### config.mk
export PLATFORM = sky130hd
export DESIGN_NAME = byte_parity_unit
export DESIGN_NICKNAME = d
export VERILOG_FILES = /design/src/rtl/bpu_pkg.sv /design/src/rtl/bpu_lane.sv /design/src/rtl/bpu_scope_mask.sv /design/src/rtl/bpu_flag_stage.sv /design/src/rtl/byte_parity_unit.sv
export SDC_FILE = /design/constraint.sdc
export NUM_CORES = 1
export LEC_CHECK = 0
export ABC_CLOCK_PERIOD_IN_PS = 4400
export BUFFER_PORTS_ARGS = -buffer_cell sky130_fd_sc_hd__buf_2
export CELL_PAD_IN_SITES_DETAIL_PLACEMENT = 1
export CELL_PAD_IN_SITES_GLOBAL_PLACEMENT = 2
export CORE_MARGIN = 2
export CORE_UTILIZATION = 19
export CTS_CLUSTER_SIZE = 24
export DETAILED_ROUTE_END_ITERATION = 16
export GPL_TIMING_DRIVEN = 0
export PLACE_DENSITY_LB_ADDON = 0.1
export SYNTH_ARGS = -nofsm -noshare
export SYNTH_HDL_FRONTEND = slang
export SYNTH_SLANG_ARGS = --single-unit
### constraint.sdc
create_clock -name clk -period 4.4 [get_ports clk]
set_input_delay 0.44 -clock clk [delete_from_list [all_inputs] [get_ports clk]]
set_output_delay 0.44 -clock clk [all_outputs]
set_load 0.01 [all_outputs]
### src/rtl/bpu_pkg.sv
package bpu_pkg;
  localparam int unsigned DATA_BITS = 8;
  localparam int unsigned LANE_BITS = DATA_BITS + 1;

  typedef enum logic [1:0] {
    WS_FULL = 2'b00,
    WS_HALF = 2'b01,
    WS_ONE  = 2'b10,
    WS_ONE2 = 2'b11
  } wsize_e;
endpackage

### src/rtl/bpu_lane.sv
module bpu_lane
  import bpu_pkg::*;
(
  input  logic [LANE_BITS-1:0] lane_i,
  input  logic                 odd_i,
  input  logic                 gen_i,
  output logic [LANE_BITS-1:0] lane_o,
  output logic                 bad_o
);
  logic fresh_bit;

  always_comb begin
    // parity bit that makes the lane total match the selected sense
    fresh_bit = (^lane_i[DATA_BITS-1:0]) ^ odd_i;
    lane_o    = lane_i;
    if (gen_i) begin
      lane_o[DATA_BITS] = fresh_bit;
    end
    // check after generation
    bad_o = (^lane_o) ^ odd_i;
  end
endmodule

### src/rtl/bpu_scope_mask.sv
module bpu_scope_mask
  import bpu_pkg::*;
#(
  parameter int unsigned LANES = 4
) (
  input  logic             by_size_i,
  input  logic [1:0]       wsize_i,
  output logic [LANES-1:0] mask_o
);
  localparam int unsigned HALF = (LANES > 1) ? LANES / 2 : 1;

  always_comb begin
    mask_o = '1;
    if (by_size_i) begin
      unique case (wsize_e'(wsize_i))
        WS_FULL: mask_o = '1;
        WS_HALF: mask_o = LANES'((1 << HALF) - 1);
        default: mask_o = LANES'(1);
      endcase
    end
  end
endmodule

### src/rtl/bpu_flag_stage.sv
module bpu_flag_stage (
  input  logic clk,
  input  logic rst_n,
  input  logic reg_mode_i,
  input  logic err_i,
  output logic err_o
);
  logic rst_meta_q;
  logic rst_sync_n;
  logic flag_d;
  logic flag_q;
  logic flag_en;

  // reset asserted asynchronously, released on the clock
  always_ff @(posedge clk or negedge rst_n) begin
    if (!rst_n) begin
      rst_meta_q <= 1'b0;
      rst_sync_n <= 1'b0;
    end else begin
      rst_meta_q <= 1'b1;
      rst_sync_n <= rst_meta_q;
    end
  end

  always_comb begin
    flag_en = 1'b1;
    flag_d  = err_i;
  end

  always_ff @(posedge clk or negedge rst_sync_n) begin
    if (!rst_sync_n) begin
      flag_q <= 1'b0;
    end else if (flag_en) begin
      flag_q <= flag_d;
    end
  end

  assign err_o = reg_mode_i ? flag_q : err_i;


  reg_flag_follows_chk: assert property (@(posedge clk) disable iff (!rst_sync_n)
    $past(rst_sync_n) |-> (flag_q == $past(err_i)));


  reset_flag_clear_chk: assert property (@(posedge clk)
    !rst_sync_n |-> !flag_q);


  flow_mode_chk: assert property (@(posedge clk) disable iff (!rst_sync_n)
    !reg_mode_i |-> (err_o == err_i));
endmodule

### src/rtl/byte_parity_unit.sv
module byte_parity_unit
  import bpu_pkg::*;
#(
  parameter int unsigned LANES = 4,
  localparam int unsigned WORD_W = LANES * LANE_BITS
) (
  input  logic              clk,
  input  logic              rst_n,
  input  logic              par_odd,
  input  logic              gen_en,
  input  logic              chk_by_size,
  input  logic              flag_reg,
  input  logic [1:0]        word_size,
  input  logic [WORD_W-1:0] data_i,
  output logic [WORD_W-1:0] data_o,
  output logic              par_err
);
  logic [LANES-1:0] lane_bad;
  logic [LANES-1:0] lane_mask;
  logic             err_now;

  for (genvar k = 0; k < LANES; k++) begin : g_lane
    bpu_lane u_lane (
      .lane_i (data_i[k*LANE_BITS +: LANE_BITS]),
      .odd_i  (par_odd),
      .gen_i  (gen_en),
      .lane_o (data_o[k*LANE_BITS +: LANE_BITS]),
      .bad_o  (lane_bad[k])
    );


    gen_clean_chk: assert property (@(posedge clk) disable iff (!rst_n)
      gen_en |-> !lane_bad[k]);


    pass_through_chk: assert property (@(posedge clk) disable iff (!rst_n)
      !gen_en |-> (data_o[k*LANE_BITS +: LANE_BITS] == data_i[k*LANE_BITS +: LANE_BITS]));


    low_bits_kept_chk: assert property (@(posedge clk) disable iff (!rst_n)
      data_o[k*LANE_BITS +: DATA_BITS] == data_i[k*LANE_BITS +: DATA_BITS]);
  end

  bpu_scope_mask #(.LANES(LANES)) u_mask (
    .by_size_i (chk_by_size),
    .wsize_i   (word_size),
    .mask_o    (lane_mask)
  );


  lane0_in_scope_chk: assert property (@(posedge clk) disable iff (!rst_n)
    lane_mask[0]);


  whole_scope_chk: assert property (@(posedge clk) disable iff (!rst_n)
    !chk_by_size |-> (lane_mask == {LANES{1'b1}}));

  assign err_now = |(lane_bad & lane_mask);

  bpu_flag_stage u_flag (
    .clk        (clk),
    .rst_n      (rst_n),
    .reg_mode_i (flag_reg),
    .err_i      (err_now),
    .err_o      (par_err)
  );
endmodule

==> results.md <==
* Status: complete, but fails checks
* Failing checks: hold timing
* Critical-path top delay cell: xnor3_1
* Cts bufs inserted at 3
* I/O Buffers at 79
* Final TNS setup at 0 ns
* Antenna diode count at 0
* Final WS setup at 1.946 ns
* Post-CTS setup buffer count at 0
* Worst-path clk slew at around 0.03 ns
* Final #Nets at 212
* Post-route antenna net violation count at 0
* Post-synthesis cell area at ~840 sq um
* Fmax at 407.6 MHz
* GP Congestion at about 0.7
* Critical path class: in -> out
* Flops & latches, synth at 3
* Startpoint Class: primary input
* Worst-path fanout max at 2
* Routed length per instance at 10.18 um
* Lkg Pwr at ~0.77 nW
* Fin area at about 1300 sq um
* Synth Warn # at 0
* Most used DFF post-synth: dfrtp_1
* Net count after synthesis at 128
* CTS tree: yes
* Area share of the leading cell type in the synthesized netlist at around 29%
* # rows at 24
* 1st-iter DRT viols at 4
* Routed WL at between 2000 and 2500 um
* Synth async-reset ratio at 100.0%
* Ranking of synthesized cells by area: buf_4 29%, xnor2_1 17%, xnor3_1 13%
* Initial core utilization at approximately a fifth
* Worst path arrival time at 2.01 ns
* Placed wire-length estimate after detailed placement at between 2000 and 2500 um
* Clock root buffer: clkbuf_8
* Area leader, netlist: buf_4
* I/O pins at 81
* Final non-filler cell total at 219
* Most frequent cells in the layout: 79 x buf_2, 32 x buf_4, 16 x xnor2_1
* Max_cap viols at 0
* Area Overhead vs Synth at 60.30%
* Deepest clock path buffer count at 2
* # resized after CTS at 0
* Worst IR Drop VDD at between 0.15 and 0.2 mV
* Syn avg cell area at ~10 sq um
* Layout cells sized above 1 at approximately 73%
* EDFF count, synth at 0
* Htree depth at 1
* Pwr/cell area at around 240 nW/um^2
* Total placed cells including tap cells at roughly 220
* CP max stage delay at between 0.4 and 0.5 ns
* Most common cell after layout, fill and taps aside: buf_2
* Pre-CTS WS at around 1.9 ns
* Synth unique cells at 20
* Die ar. at between 4000 and 5000 sq um
* Worst-skew pair later-pin latency at 0.21 ns
* Grt ovf at 0
* First-pass DRT Iterations at 2
* Mapped Cells at 84
* Die Ht at roughly 70 um
* Placed Area at 1299 sq um
* Hold Slack at -0.001045 ns
* Critical Path Sink Type: primary output
* Die width at approximately 70 um
* GR Util All Layers at a little under a tenth
* Core ar. at 4294 sq um
* Vias per cell at about 3.7
* Clk sinks at 3
* Max Slew Vio Count at 0
* Largest net degree at the start of global routing at 8
* Final hold violation count at 1
* Period utilisation layout at a little under three fifths
* Post-synthesis sequential area ratio at 8.955%
* Worst Path Required at around 4.0 ns
* Initial antenna violation count at 0
* Residual DRC count at 0
* Final Setup Violations at 0
* First-pass GRT wire length at about 3700 um
* CP cell instances: buf_2, xnor2_1, xnor3_1, xor3_1, o211ai_2, o211ai_1, buf_2
* Post-CTS Hold Fix Bufs at 0
* Bufs and invs on worst path at 2
* RSZ-0062 raised after global routing: no
* Skew final at between 0.001 and 0.0015 ns
* Worst hold path class: reg -> async
* Top cell by count, worst path: buf_2
* Fin crit period at ~2.5 ns
* Vias in the first global route at about 860
* CP delay by family, top: XOR/XNOR gates
* Vias at between 800 and 900
## cell type report
class | count | area (sq um)
fillers | 536 | 2950
multi-input cells | 47 | 515.5
repair buffers | 79 | 395.4
plain buffers | 33 | 244.0
flip-flops and latches | 3 | 75.07
well taps | 52 | 65.06
clock buffers | 4 | 45.04
inverters | 1 | 3.754
## cells in the mapped netlist, drive strengths merged, types with 2 or more instances
library cell,count
xnor2,18
mux2,3
nand2,2
o211ai,2
xor3,3
buf,33
xor2,6
dfrtp,3
xnor3,5
o21ai,2
a21oi,2
## through the flow
step,power [mW],utilization [%]
2_1_floorplan,0.1824,-
3_3_place_gp,0.2470,30.24
3_5_place_dp,0.2517,30.24
4_1_cts,0.3334,31.29
5_1_grt,0.3536,31.29
6_report,0.3246,31.29
## registers in the layout, indices dropped and copies added (netlist names)
| signal | flops |
|---|---|
| u_flag.rst_meta_q | 1 |
| u_flag.flag_q | 1 |
| u_flag.rst_sync_n | 1 |
## power by group
part / switching (mW) / internal (mW)
logic: 0.0875 / 0.127
clock network: 0.0161 / 0.0616
registers: 0.00105 / 0.0309
## metal layers
metal,wire length (um),track usage [%],vias to the layer above
met5,0,0,-
met3,167,1.299,2
met1,761,9.771,373
li1,-,-,404
met4,14,3.846,0
met2,1287,17.61,35
## logic make-up after synthesis
group,Yosys count,synth area share [%]
compound gates,6,4.776
xor+xnor,32,48.95
buf+inv,34,29.55
flops,3,8.955
mux,4,5.224
other cells,1,0.4473
simple gates,4,2.090
## path summary, 6_finish.rpt
check                                  start                end  slack (ns)  cells past startpoint
min                        u_flag.rst_sync_n      u_flag.flag_q      -0.001                      0
min reg2reg                u_flag.rst_sync_n      u_flag.flag_q      -0.001                      0
max in group asynchronous              rst_n  u_flag.rst_sync_n        4.30                      1
max                               data_i[21]            par_err        1.95                      7
max reg2reg                u_flag.rst_meta_q  u_flag.rst_sync_n        3.93                      0
min in group clk           u_flag.rst_meta_q  u_flag.rst_sync_n        0.35                      0
Note: power is estimated with default switching activity, not from simulation.
